File: src/rtl/scan_pkg.sv
package scan_pkg;

  localparam int NPAT   = 4;
  localparam int MAXTOK = 10;

  typedef enum logic [1:0] {TK_LIT, TK_ANY, TK_STAR} tok_kind_e;

  typedef struct packed {
    tok_kind_e   kind;
    logic [7:0]  c0;
    logic [7:0]  c1;
  } tok_t;

  localparam logic [63:0] PH0 = "CALL NOW";
  localparam logic [31:0] PH1 = "FFER";
  localparam logic [47:0] PH2 = "WIN?ER";
  localparam logic [79:0] PH3 = "MONEY*FAST";

  function automatic tok_t lit(input logic [7:0] c);
    return '{kind: TK_LIT, c0: c, c1: c};
  endfunction

  function automatic tok_t alt2(input logic [7:0] a, input logic [7:0] b);
    return '{kind: TK_LIT, c0: a, c1: b};
  endfunction

  function automatic tok_t wild(input tok_kind_e k);
    return '{kind: k, c0: 8'h00, c1: 8'h00};
  endfunction

  function automatic int pat_len(input int p);
    case (p)
      0:       return 8;
      1:       return 5;
      2:       return 6;
      default: return 10;
    endcase
  endfunction

  // Token i of phrase p; literal characters are stored in upper case.
  function automatic tok_t pat_tok(input int p, input int i);
    tok_t t;
    case (p)
      0: t = lit(PH0[8*(7-i) +: 8]);
      1: if (i == 0) t = alt2("O", "0");
         else        t = lit(PH1[8*(4-i) +: 8]);
      2: if (i == 3) t = wild(TK_ANY);
         else        t = lit(PH2[8*(5-i) +: 8]);
      default:
         if (i == 5) t = wild(TK_STAR);
         else        t = lit(PH3[8*(9-i) +: 8]);
    endcase
    return t;
  endfunction

  function automatic logic [7:0] fold_case(input logic [7:0] b);
    return (b >= 8'h61 && b <= 8'h7a) ? (b - 8'h20) : b;
  endfunction

  function automatic logic tok_hit(input tok_t t, input logic [7:0] b);
    logic [7:0] f;
    f = fold_case(b);
    if (t.kind != TK_LIT) return 1'b1;
    return (f == t.c0) || (f == t.c1);
  endfunction

endpackage

File: src/rtl/scan_engine.sv
module scan_engine
  import scan_pkg::*;
#(
  parameter int PIDX = 0
) (
  input  logic       clk,
  input  logic       rst_n,
  input  logic       in_v,
  input  logic [7:0] in_byte,
  input  logic       in_sop,
  output logic       hit_o
);

  localparam int L = pat_len(PIDX);

  logic [L:0] st_q, st_d, base, init, nxt;
  logic       hit_q, hit_d;
  tok_t       t;

  // Bit i of the state: the first i tokens have been consumed.
  always_comb begin
    init    = '0;
    init[0] = 1'b1;
    nxt     = '0;
    nxt[0]  = 1'b1;
    t       = '0;
    for (int i = 0; i < L; i++) begin
      t = pat_tok(PIDX, i);
      init[i+1] = (t.kind == TK_STAR) ? init[i] : 1'b0;
    end
    base = in_sop ? init : st_q;
    for (int i = 0; i < L; i++) begin
      t = pat_tok(PIDX, i);
      if (t.kind == TK_STAR) nxt[i+1] = nxt[i] | base[i+1];
      else                   nxt[i+1] = base[i] & tok_hit(t, in_byte);
    end
    st_d  = in_v ? nxt : st_q;
    hit_d = in_v ? ((in_sop ? 1'b0 : hit_q) | nxt[L]) : hit_q;
  end

  always_ff @(posedge clk or negedge rst_n) begin
    if (!rst_n) begin
      st_q  <= '0;
      hit_q <= 1'b0;
    end else begin
      st_q  <= st_d;
      hit_q <= hit_d;
    end
  end

  assign hit_o = hit_d;

  // once found inside a packet, the bit stays set for later bytes
  p_hit_sticky_r9: assert property (@(posedge clk) disable iff (!rst_n)
    (in_v && !in_sop && hit_q) |=> hit_q);

endmodule

File: src/rtl/scan_lane.sv
module scan_lane
  import scan_pkg::*;
(
  input  logic            clk,
  input  logic            rst_n,
  input  logic            in_v,
  input  logic [7:0]      in_byte,
  input  logic            in_sop,
  input  logic            in_eop,
  output logic            done_o,
  output logic [NPAT-1:0] vec_o
);

  logic            s_v   [NPAT+1];
  logic            s_eop [NPAT+1];
  logic [NPAT-1:0] s_vec [NPAT+1];
  logic            s_sop [NPAT];
  logic [7:0]      s_b   [NPAT];
  logic [NPAT-1:0] hit;

  assign s_v[0]   = in_v;
  assign s_eop[0] = in_eop;
  assign s_vec[0] = '0;
  assign s_sop[0] = in_sop;
  assign s_b[0]   = in_byte;

  for (genvar k = 0; k < NPAT; k++) begin : g_stage
    scan_engine #(.PIDX(k)) u_eng (
      .clk     (clk),
      .rst_n   (rst_n),
      .in_v    (s_v[k]),
      .in_byte (s_b[k]),
      .in_sop  (s_sop[k]),
      .hit_o   (hit[k])
    );

    always_ff @(posedge clk or negedge rst_n) begin
      if (!rst_n) begin
        s_v[k+1]   <= 1'b0;
        s_eop[k+1] <= 1'b0;
        s_vec[k+1] <= '0;
      end else begin
        s_v[k+1]   <= s_v[k];
        s_eop[k+1] <= s_v[k] & s_eop[k];
        if (s_v[k]) s_vec[k+1] <= s_vec[k] | (NPAT'(hit[k]) << k);
      end
    end

    if (k < NPAT - 1) begin : g_fwd
      always_ff @(posedge clk or negedge rst_n) begin
        if (!rst_n) begin
          s_b[k+1]   <= '0;
          s_sop[k+1] <= 1'b0;
        end else begin
          s_b[k+1]   <= s_b[k];
          s_sop[k+1] <= s_v[k] & s_sop[k];
        end
      end
    end
  end

  assign done_o = s_v[NPAT] & s_eop[NPAT];
  assign vec_o  = s_vec[NPAT];

endmodule

File: src/rtl/scan_dispatch.sv
module scan_dispatch #(
  parameter int NLANE = 4,
  parameter int LW    = 2
) (
  input  logic             clk,
  input  logic             rst_n,
  input  logic             in_valid,
  input  logic             in_eop,
  output logic [NLANE-1:0] lane_v
);

  logic [LW-1:0] cur_q, cur_d;

  always_comb begin
    cur_d = cur_q;
    if (in_valid && in_eop)
      cur_d = (cur_q == LW'(NLANE - 1)) ? '0 : cur_q + 1'b1;
    lane_v = '0;
    lane_v[cur_q] = in_valid;
  end

  always_ff @(posedge clk or negedge rst_n) begin
    if (!rst_n) cur_q <= '0;
    else        cur_q <= cur_d;
  end

  // a packet stays on its lane until its last byte
  p_hold_lane_r10: assert property (@(posedge clk) disable iff (!rst_n)
    (in_valid && !in_eop) |=> (cur_q == $past(cur_q)));

  // a finished packet moves the pointer to another lane
  p_next_lane_r10: assert property (@(posedge clk) disable iff (!rst_n)
    (in_valid && in_eop && NLANE > 1) |=> (cur_q != $past(cur_q)));

endmodule

File: src/rtl/scan_collect.sv
module scan_collect
  import scan_pkg::*;
#(
  parameter int NLANE = 4,
  parameter int LW    = 2
) (
  input  logic                       clk,
  input  logic                       rst_n,
  input  logic [NLANE-1:0]           lane_done,
  input  logic [NLANE-1:0][NPAT-1:0] lane_vec,
  output logic                       out_valid,
  output logic [NPAT-1:0]            out_vec
);

  logic [LW-1:0]   rd_q, rd_d;
  logic            ov_q, ov_d;
  logic [NPAT-1:0] vec_q, vec_d;

  always_comb begin
    ov_d  = lane_done[rd_q];
    vec_d = ov_d ? lane_vec[rd_q] : vec_q;
    rd_d  = rd_q;
    if (ov_d) rd_d = (rd_q == LW'(NLANE - 1)) ? '0 : rd_q + 1'b1;
  end

  always_ff @(posedge clk or negedge rst_n) begin
    if (!rst_n) begin
      rd_q  <= '0;
      ov_q  <= 1'b0;
      vec_q <= '0;
    end else begin
      rd_q  <= rd_d;
      ov_q  <= ov_d;
      vec_q <= vec_d;
    end
  end

  assign out_valid = ov_q;
  assign out_vec   = vec_q;

  // lanes never finish two packets in the same cycle
  p_one_done_r2: assert property (@(posedge clk) disable iff (!rst_n)
    $onehot0(lane_done));

  // the lane that finishes is always the one next in arrival order
  p_in_order_r10: assert property (@(posedge clk) disable iff (!rst_n)
    (|lane_done) |-> lane_done[rd_q]);

endmodule

File: src/rtl/payload_scanner.sv
module payload_scanner
  import scan_pkg::*;
#(
  parameter int NLANE = 4
) (
  input  logic            clk,
  input  logic            rst_n,
  input  logic            in_valid,
  input  logic [7:0]      in_byte,
  input  logic            in_sop,
  input  logic            in_eop,
  output logic            out_valid,
  output logic [NPAT-1:0] out_vec
);

  localparam int LW = (NLANE > 1) ? $clog2(NLANE) : 1;

  logic [NLANE-1:0]           lane_v;
  logic [NLANE-1:0]           lane_done;
  logic [NLANE-1:0][NPAT-1:0] lane_vec;

  scan_dispatch #(.NLANE(NLANE), .LW(LW)) u_dispatch (
    .clk      (clk),
    .rst_n    (rst_n),
    .in_valid (in_valid),
    .in_eop   (in_eop),
    .lane_v   (lane_v)
  );

  for (genvar g = 0; g < NLANE; g++) begin : g_lane
    scan_lane u_lane (
      .clk     (clk),
      .rst_n   (rst_n),
      .in_v    (lane_v[g]),
      .in_byte (in_byte),
      .in_sop  (in_sop),
      .in_eop  (in_eop),
      .done_o  (lane_done[g]),
      .vec_o   (lane_vec[g])
    );
  end

  scan_collect #(.NLANE(NLANE), .LW(LW)) u_collect (
    .clk       (clk),
    .rst_n     (rst_n),
    .lane_done (lane_done),
    .lane_vec  (lane_vec),
    .out_valid (out_valid),
    .out_vec   (out_vec)
  );

endmodule

File: config.mk
export PLATFORM = sky130hd
export DESIGN_NAME = payload_scanner
export DESIGN_NICKNAME = d
export VERILOG_FILES = /design/src/rtl/scan_pkg.sv /design/src/rtl/scan_engine.sv /design/src/rtl/scan_lane.sv /design/src/rtl/scan_dispatch.sv /design/src/rtl/scan_collect.sv /design/src/rtl/payload_scanner.sv
export SDC_FILE = /design/constraint.sdc
export NUM_CORES = 1
export LEC_CHECK = 0
export ABC_CLOCK_PERIOD_IN_PS = 2240
export CAP_MARGIN = 5
export CORE_ASPECT_RATIO = 0.5
export CORE_UTILIZATION = 40
export DETAILED_ROUTE_END_ITERATION = 16
export PLACE_DENSITY = 0.65
export SLEW_MARGIN = 10
export SYNTH_ARGS = -nofsm -noshare
export SYNTH_HDL_FRONTEND = slang
export SYNTH_SLANG_ARGS = --single-unit
File: constraint.sdc
create_clock -name clk -period 2.24 [get_ports clk]
set_input_delay 0.336 -clock clk [delete_from_list [all_inputs] [get_ports clk]]
set_output_delay 0.336 -clock clk [all_outputs]
set_load 0.005 [all_outputs]
==> results of run 1 <==
==> cell usage after synthesis (8+ instances only) <==
cell type and instances:
dfrtp_1 245, nand2_1 88, inv_1 43, o21ai_0 40, nor2_1 31, mux2_2 30, nor2b_1 27, clkbuf_1 22
a32o_1 19, and2_1 17, a31o_2 16, nand3_1 16, a41o_1 12, or2_2 12, a21oi_1 11, a31oi_1 10
a22o_1 9, and3_1 9, ha_1 9, nand2b_1 9, o2bb2ai_1 8, o31ai_1 8
==> routing by layer <==
layer | GRT usage (%) | up-vias
li1 | - | 2916
met1 | 22.8 | 3126
met2 | 26.0 | 97
met3 | 2.53 | 37
met4 | 4.24 | 0
met5 | 0 | -
==> kinds of logic after synthesis <==
logic type	synth area share (%)
flip-flops	63.8
multiplexers	4.45
XOR/XNOR	0.0912
buffers and inverters	2.87
AO/OA/AOI/OAI	12.7
AND/OR/NAND/NOR	14.9
adder cells (fa/ha/maj)	1.17
==> critical path, cell delays in order, from the launching register on <==
cell and delay [ns]:
dfrtp_1 0.41, inv_1 0.07, ha_1 0.26, o21a_1 0.25, or4b_4 0.54, or3_1 0.43
o22ai_2 0.13
==> flip-flops by register name, summed over array words and instances, names as in the netlist, 2 cells and up <==
register and cells:
u_collect.out_vec 4, g_lane.u_lane.s_eop 16, u_collect.rd_q 2, g_lane.u_lane.g_stage.u_eng.st_q 112, u_dispatch.cur_q 2, g_lane.u_lane.g_stage.u_eng.hit_q 16, g_lane.u_lane.s_vec 24, g_lane.u_lane.s_sop 12
g_lane.u_lane.s_v 16, g_lane.u_lane.vec_o 16, g_lane.u_lane.s_b 24
==> power by group through the flow <==
stage | Combinational (mW) | Clock (mW) | Sequential [mW]
4_1_cts | 0.900 | 4.40 | 4.98
5_1_grt | 1.00 | 4.59 | 5.02
6_report | 0.891 | 4.31 | 4.98
3_3_place_gp | 0.876 | 0 | 5.05
3_5_place_dp | 0.896 | 0 | 5.06
2_1_floorplan | 0.625 | 0 | 4.88
==> cell usage in the layout, fill, tap and decap left out, drive strengths merged, types with 6 or more instances in the layout <==
cell type and n:
nand2 88, a31oi 10, inv 44, a21oi 11, o2bb2ai 8, and2 17
a32o 19, and3 9, mux2 30, o31ai 8, o22ai 11, clkbuf 29
clkdlybuf4s50 16, nor4 10, clkinv 9, a41o 12, nor2b 27, o21ai 41
nor4b 9, dfrtp 245, buf 39, nor3 6, or2 12, nor2 31
nand4 6, bufinv 6, ha 9, nand2b 10, a31o 16, nand3 16
a22o 9
==> layout make-up <==
cell class / instances / area, sq um / area share, %
Sequential cell: 245 / 6130 / 54.5
Multi-Input combinational cell: 468 / 3200 / 28.5
Clock buffer: 29 / 638 / 5.67
Timing Repair Buffer: 56 / 508 / 4.52
Tap cell: 307 / 384 / 3.41
Clock inverter: 11 / 205 / 1.82
Inverter: 48 / 183 / 1.62
==> how the worst max path moves through the flow <==
stage / depth (start not counted) / end / from
2_1_floorplan: 6 / g_lane[2].u_lane.g_stage[1].u_eng.st_q[2]$_DFFE_PN0P_ / g_lane[3].u_lane.s_b[22]$_DFF_PN0_
3_3_place_gp: 6 / g_lane[2].u_lane.g_stage[0].u_eng.st_q[1]$_DFFE_PN0P_ / in_byte[5]
3_5_place_dp: 6 / g_lane[0].u_lane.g_stage[0].u_eng.st_q[1]$_DFFE_PN0P_ / in_byte[5]
4_1_cts: 6 / g_lane[2].u_lane.g_stage[1].u_eng.st_q[2]$_DFFE_PN0P_ / g_lane[3].u_lane.s_b[22]$_DFF_PN0_
5_1_grt: 6 / g_lane[2].u_lane.g_stage[1].u_eng.st_q[2]$_DFFE_PN0P_ / g_lane[3].u_lane.s_b[22]$_DFF_PN0_
6_report: 6 / g_lane[2].u_lane.g_stage[1].u_eng.st_q[3]$_DFFE_PN0P_ / g_lane[3].u_lane.s_b[22]$_DFF_PN0_
==> impl_metrics.py, run 1 <==
metrics = {
    "status": {
        "status": "finished clean",
    },
    "pwr": {
        "pwr-share-seq_pct": 48.9,
        "combinationalPowerShare_pct": 8.8,
        "power.density_nw_per_um2": 905,
        "power_mw": 10.2,
        "swShare_pct": 24.1,
        "cellLeakagePower_nw": 5.18,
        "clkPwrFrac_pct": 42.4,
        "p_int_mw": 7.72,
        "p_switching_mw": 2.46,
        "peakVddDrop_mv": 0.423,
    },
    "routing": {
        "wl_met1_microns": 9370,
        "wl_per_cell_microns": 16.4,
        "met3_length_microns": 614,
        "dr_total_vias": 6176,
        "drt_iter0_markers": 417,
        "drc_errors": 0,
        "dr_wl_met2_microns": 8740,
        "drt-total-wl_microns": 19100,
        "avgViaCountPerCell": 5.31,
        "topRoutingLayerUsed": "met4",
        "ant_nets": 0,
        "dr.pass1.iters": 5,
    },
    "place": {
        "placedCellCount": 1123,
        "place_area_sq_um": 10400,
        "dp_hpwl_microns": 13200,
        "finalWeightedCongestion": 0.774,
        "dp_slack_ns": -0.0943,
        "portBuffers": 17,
    },
    "clocking": {
        "cts_made_buffers": 22,
        "cts_resized": 0,
        "ctsHtreeMaxLevel": 1,
        "cts_tree": "yes",
        "cts_setup_buffers": 0,
        "clk_pin_slew_worst_paths_ns": 0.06,
        "clockRootBuffer": "clkbuf_16",
        "clk_latency_ns": 0.51,
        "clkSinkCount": 245,
        "cts_buffer_depth": 3,
        "cts_hold_buf": 1,
    },
    "logic_synthesis": {
        "ys_seq_elements": 245,
        "ys_seq_area_share_pct": 63.8,
        "synth_fp_nets": 807,
        "syn_inst": 785,
        "netlist.area_leader.share_pct": 63.8,
        "synth_warnings": 0,
        "yosysTopAreaCell": "dfrtp_1",
        "synth-edff-count": 0,
        "syn_area_sq_um": 9610,
        "synth_cell_types": 58,
        "ys.flop_type": "dfrtp_1",
        "async_flop_share_pct": 100,
        "synth_area_leaders": "dfrtp_1 64%, mux2_2 3.5%, nand2_1 3.4%",
        "syn_avg_cell_area_sq_um": 12.2,
    },
    "layout": {
        "drive_gt1_share_pct": 18.1,
        "utilization_pct": 48.5,
        "antenna_cells": 0,
        "finish.instance_area_sq_um": 11200,
        "finalNetCount": 863,
        "stdcell_count": 1164,
        "areaGrowthSynthToFinish_pct": 17.1,
        "fill_cells": 1981,
    },
    "setup_path": {
        "critPathKind": "register to register",
        "cp_data_arrival_time_ns": 2.58,
        "critPathLaunchType": "register",
        "r2r-end": "g_lane[2].u_lane.g_stage[1].u_eng.st_q[3]$_DFFE_PN0P_",
        "critPathRequiredTime_ns": 2.66,
        "reg2reg_depth": 6,
        "reg2reg_slack_ns": 0.08,
        "critPathCaptureType": "register",
        "r2r-start": "g_lane[3].u_lane.s_b[22]$_DFF_PN0_",
        "path_max_fanout": 4,
    },
    "sta": {
        "rsz0062_at_grt": "false",
        "relSlewSlack_pct": 58.9,
        "hold_slack_ns": 0.351,
        "period_minus_slack_ns": 2.16,
        "fin_setup_tns_ns": 0,
        "report.final.slew_viol_count": 0,
        "layout_setup_ws_ns": 0.0794,
        "tightest_slew_ns": 0.617,
        "hold_viol_final": 0,
        "skew_ns": 0.0114,
        "finalCritPeriodShare_pct": 96.5,
        "fmaxAchievable_mhz": 463,
        "setup_viol": 0,
    },
    "floorplanning": {
        "fp.coreArea_sq_um": 23200,
        "die_h_microns": 112,
        "dieArea_sq_um": 24700,
        "ios": 18,
        "start_util_pct": 41.4,
        "die_w_microns": 221,
        "num_rows": 39,
    },
    "global_routing": {
        "grt_pass1_wl_microns": 32400,
        "grt_start_max_net_pins": 66,
        "grt_pass1_vias": 6242,
        "grt.overflow.total": 0,
        "antenna_found_initial": 0,
        "grt.total_usage_pct": 16.1,
    },
    "job": {
        "drv_cap": 0,
    },
    "worst_hold_path": {
        "hold_path_class": "primary input to async pin",
    },
}
Power figures use the tool's default switching activity.
==> run 2, diff against run 1 <==
--- a/config.mk
+++ b/config.mk
@@ -8,10 +8,11 @@
 export ABC_CLOCK_PERIOD_IN_PS = 2240
 export CAP_MARGIN = 5
 export CORE_ASPECT_RATIO = 0.5
-export CORE_UTILIZATION = 40
+export CORE_UTILIZATION = 25
 export DETAILED_ROUTE_END_ITERATION = 16
-export PLACE_DENSITY = 0.65
+export PLACE_DENSITY = 0.49
 export SLEW_MARGIN = 10
 export SYNTH_ARGS = -nofsm -noshare
 export SYNTH_HDL_FRONTEND = slang
+export SYNTH_HIERARCHICAL = 1
 export SYNTH_SLANG_ARGS = --single-unit
==> run 2 against run 1 <==
Total power increased by 24%; largest power group unchanged; via count increased by 30%; wire length increased by 39%; sequential share of layout area decreased by 2.5 points; die area increased by 120%; synthesized area increased by 36%; flip-flop and latch count increased by 72; critical path depth unchanged; non-clock buffer count decreased by 11; worst setup slack improved by 0.26 ns; largest cell class unchanged.
==> impl_metrics.py, run 2 <==
metrics = {
    "global_routing": {
        "grt.overflow.total": 0,
        "grt_pass1_vias": 8275,
        "grt_pass1_wl_microns": 45100,
        "antenna_found_initial": 0,
        "grt.total_usage_pct": 10.2,
        "grt_start_max_net_pins": 70,
    },
    "sta": {
        "relSlewSlack_pct": 60.7,
        "rsz0062_at_grt": "false",
        "period_minus_slack_ns": 1.90,
        "layout_setup_ws_ns": 0.341,
        "report.final.slew_viol_count": 0,
        "finalCritPeriodShare_pct": 84.8,
        "skew_ns": 0.0115,
        "fmaxAchievable_mhz": 527,
        "tightest_slew_ns": 0.589,
        "fin_setup_tns_ns": 0,
        "hold_viol_final": 0,
        "setup_viol": 0,
    },
    "floorplanning": {
        "dieArea_sq_um": 53400,
        "die_h_microns": 164,
        "ios": 18,
        "die_w_microns": 326,
        "fp.coreArea_sq_um": 50900,
        "start_util_pct": 25.7,
        "num_rows": 58,
    },
    "clocking": {
        "clkSinkCount": 317,
        "clockRootBuffer": "clkbuf_16",
        "cts_resized": 0,
        "ctsHtreeMaxLevel": 1,
        "clk_pin_slew_worst_paths_ns": 0.07,
        "cts_hold_buf": 1,
        "cts_made_buffers": 31,
        "cts_setup_buffers": 0,
        "cts_tree": "yes",
        "clk_latency_ns": 0.57,
        "cts_buffer_depth": 3,
    },
    "place": {
        "dp_hpwl_microns": 17800,
        "placedCellCount": 1725,
        "portBuffers": 17,
        "finalWeightedCongestion": 0.772,
        "dp_slack_ns": -0.00674,
    },
    "setup_path": {
        "r2r-end": "g_lane[2].u_lane/vec_o[3]$_DFFE_PN0P_",
        "r2r-start": "g_lane[2].u_lane/s_b[5]$_DFF_PN0_",
        "cp_data_arrival_time_ns": 2.40,
        "critPathCapture": "g_lane[2].u_lane/vec_o[3]$_DFFE_PN0P_",
        "reg2reg_depth": 6,
        "reg2reg_slack_ns": 0.34,
        "critPathLaunchType": "register",
        "path_max_fanout": 3,
        "critPathCaptureType": "register",
        "crit_path_start": "g_lane[2].u_lane/s_b[5]$_DFF_PN0_",
        "critPathKind": "register to register",
        "critPathRequiredTime_ns": 2.74,
    },
    "routing": {
        "dr_total_vias": 8014,
        "wl_per_cell_microns": 14.9,
        "drc_errors": 0,
        "dr.pass1.iters": 6,
        "drt-total-wl_microns": 26600,
        "ant_nets": 0,
        "avgViaCountPerCell": 4.50,
        "drt_iter0_markers": 518,
    },
    "status": {
        "status": "finished clean",
    },
    "logic_synthesis": {
        "syn_area_sq_um": 13100,
        "synth_area_leaders": "dfrtp_1 61%, mux2_1 2.8%, inv_1 2.7%",
        "synth.most_common_cell": "dfrtp_1",
        "ys_seq_elements": 317,
        "ys_seq_area_share_pct": 60.6,
        "yosysTopAreaCell": "dfrtp_1",
        "synth_warnings": 6,
        "ys.flop_type": "dfrtp_1",
        "netlist.area_leader.share_pct": 60.6,
        "synth_cell_types": 57,
        "synth-edff-count": 0,
        "syn_avg_cell_area_sq_um": 12.8,
        "synth_fp_nets": 1056,
        "syn_inst": 1022,
        "synth_commonest_cells": "317 x dfrtp_1, 95 x inv_1, 80 x nand2_1, 40 x o22ai_1, 32 x mux2_1",
        "async_flop_share_pct": 100,
    },
    "pwr": {
        "peakVddDrop_mv": 0.585,
        "power.density_nw_per_um2": 825,
        "cellLeakagePower_nw": 6.41,
    },
    "layout": {
        "utilization_pct": 29.9,
        "top_regs": "g_lane.u_lane/g_stage.u_eng/st_q: 112 flops, g_lane.u_lane/s_b: 96 flops, g_lane.u_lane/s_vec: 24 flops",
        "largest_reg_flops": 112,
        "final_common_cell": "dfrtp_1",
        "stdcell_count": 1781,
        "final_cell_mix": "317 x dfrtp_1, 95 x inv_1, 80 x nand2_1, 40 x o22ai_1, 32 x mux2_1",
        "antenna_cells": 0,
        "finalNetCount": 1103,
        "largest_register": "g_lane.u_lane/g_stage.u_eng/st_q",
        "drive_gt1_share_pct": 17.2,
        "fill_cells": 5092,
        "areaGrowthSynthToFinish_pct": 16.4,
    },
    "job": {
        "drv_cap": 0,
    },
    "worst_hold_path": {
        "hold_path_class": "primary input to async pin",
    },
}
==> run 2: cell count changes after synthesis, sizes merged, moves of 18 or more <==
cell | previous run | this run
dfrtp | 245 | 317
inv | 44 | 99
buf | 1 | 30
o22ai | 11 | 40
clkbuf | 23 | 1
a32o | 19 | 0
and2 | 17 | 36
nand4 | 6 | 24
==> run 2: kinds of logic (layout without fill, tap and decap cells) <==
group	count (synthesis)	after routing	synth area share [%]
buffers and inverters	130	199	4.76
DFF	317	317	60.6
xor gates and xnor gates	4	4	0.267
AOI/OAI and AO/OA	162	162	9.96
and+or+nand+nor	335	335	17.2
adders and majority gates	21	21	2.01
muxes	53	53	5.26
==> run 2: final cells by class <==
| type | count | area, sq um | share of cell area (%) |
|---|---|---|---|
| Sequential cell | 317 | 7930 | 52.0 |
| Clock inverter | 13 | 149 | 0.976 |
| Clock buffer | 42 | 877 | 5.75 |
| Multi-Input combinational cell | 575 | 4540 | 29.8 |
| Tap cell | 690 | 863 | 5.66 |
| Inverter | 99 | 372 | 2.44 |
| Timing Repair Buffer | 45 | 513 | 3.36 |
==> run 2: power breakdown <==
group / switching, mW / internal (mW) / total (mW)
combinational: 0.573 / 0.434 / 1.01
clock: 2.16 / 3.07 / 5.23
sequential: 0.391 / 5.96 / 6.35
total: 3.12 / 9.46 / 12.6
==> run 2: routing by layer <==
metal / vias up / share of wire (%) / wire [microns] / track usage, %
li1: 3778 / - / - / -
met1: 4084 / 49 / 13100 / 14.1
met2: 109 / 46 / 12200 / 16.7
met3: 43 / 2.7 / 706 / 1.52
met4: 0 / 2.2 / 578 / 2.77
met5: - / 0 / 0 / 0
==> run 2: how the worst min path moves through the flow <==
stage	start	to	slack, ns	depth (start not counted)
after floorplan	rst_n	g_lane[0].u_lane/g_stage[0].u_eng/hit_q$_DFF_PN0_	0.04	0
after global placement	rst_n	g_lane[2].u_lane/s_b[21]$_DFF_PN0_	0.35	1
after detailed placement	rst_n	g_lane[2].u_lane/s_b[21]$_DFF_PN0_	0.36	1
after CTS	rst_n	g_lane[2].u_lane/s_b[21]$_DFF_PN0_	0.33	2
after global routing	rst_n	g_lane[2].u_lane/g_stage[0].u_eng/st_q[3]$_DFFE_PN0P_	0.36	2
final	rst_n	g_lane[2].u_lane/g_stage[0].u_eng/st_q[3]$_DFFE_PN0P_	0.34	2
==> run 2: through the flow <==
step	area, sq um	total power [mW]	hold slack [ns]
2_1_floorplan	13100	6.98	0.0404
3_3_place_gp	14200	7.44	0.346
3_5_place_dp	14200	7.47	0.355
4_1_cts	15200	12.8	0.331
5_1_grt	15200	13.2	0.362
6_report	15200	12.6	0.335
==> run 2: critical path, cell delays in order (launching register included) <==
cell	delay, ns
dfrtp_1	0.36
inv_1	0.05
ha_1	0.29
o21ai_2	0.17
or4b_4	0.51
o21ai_1	0.27
mux2_1	0.18
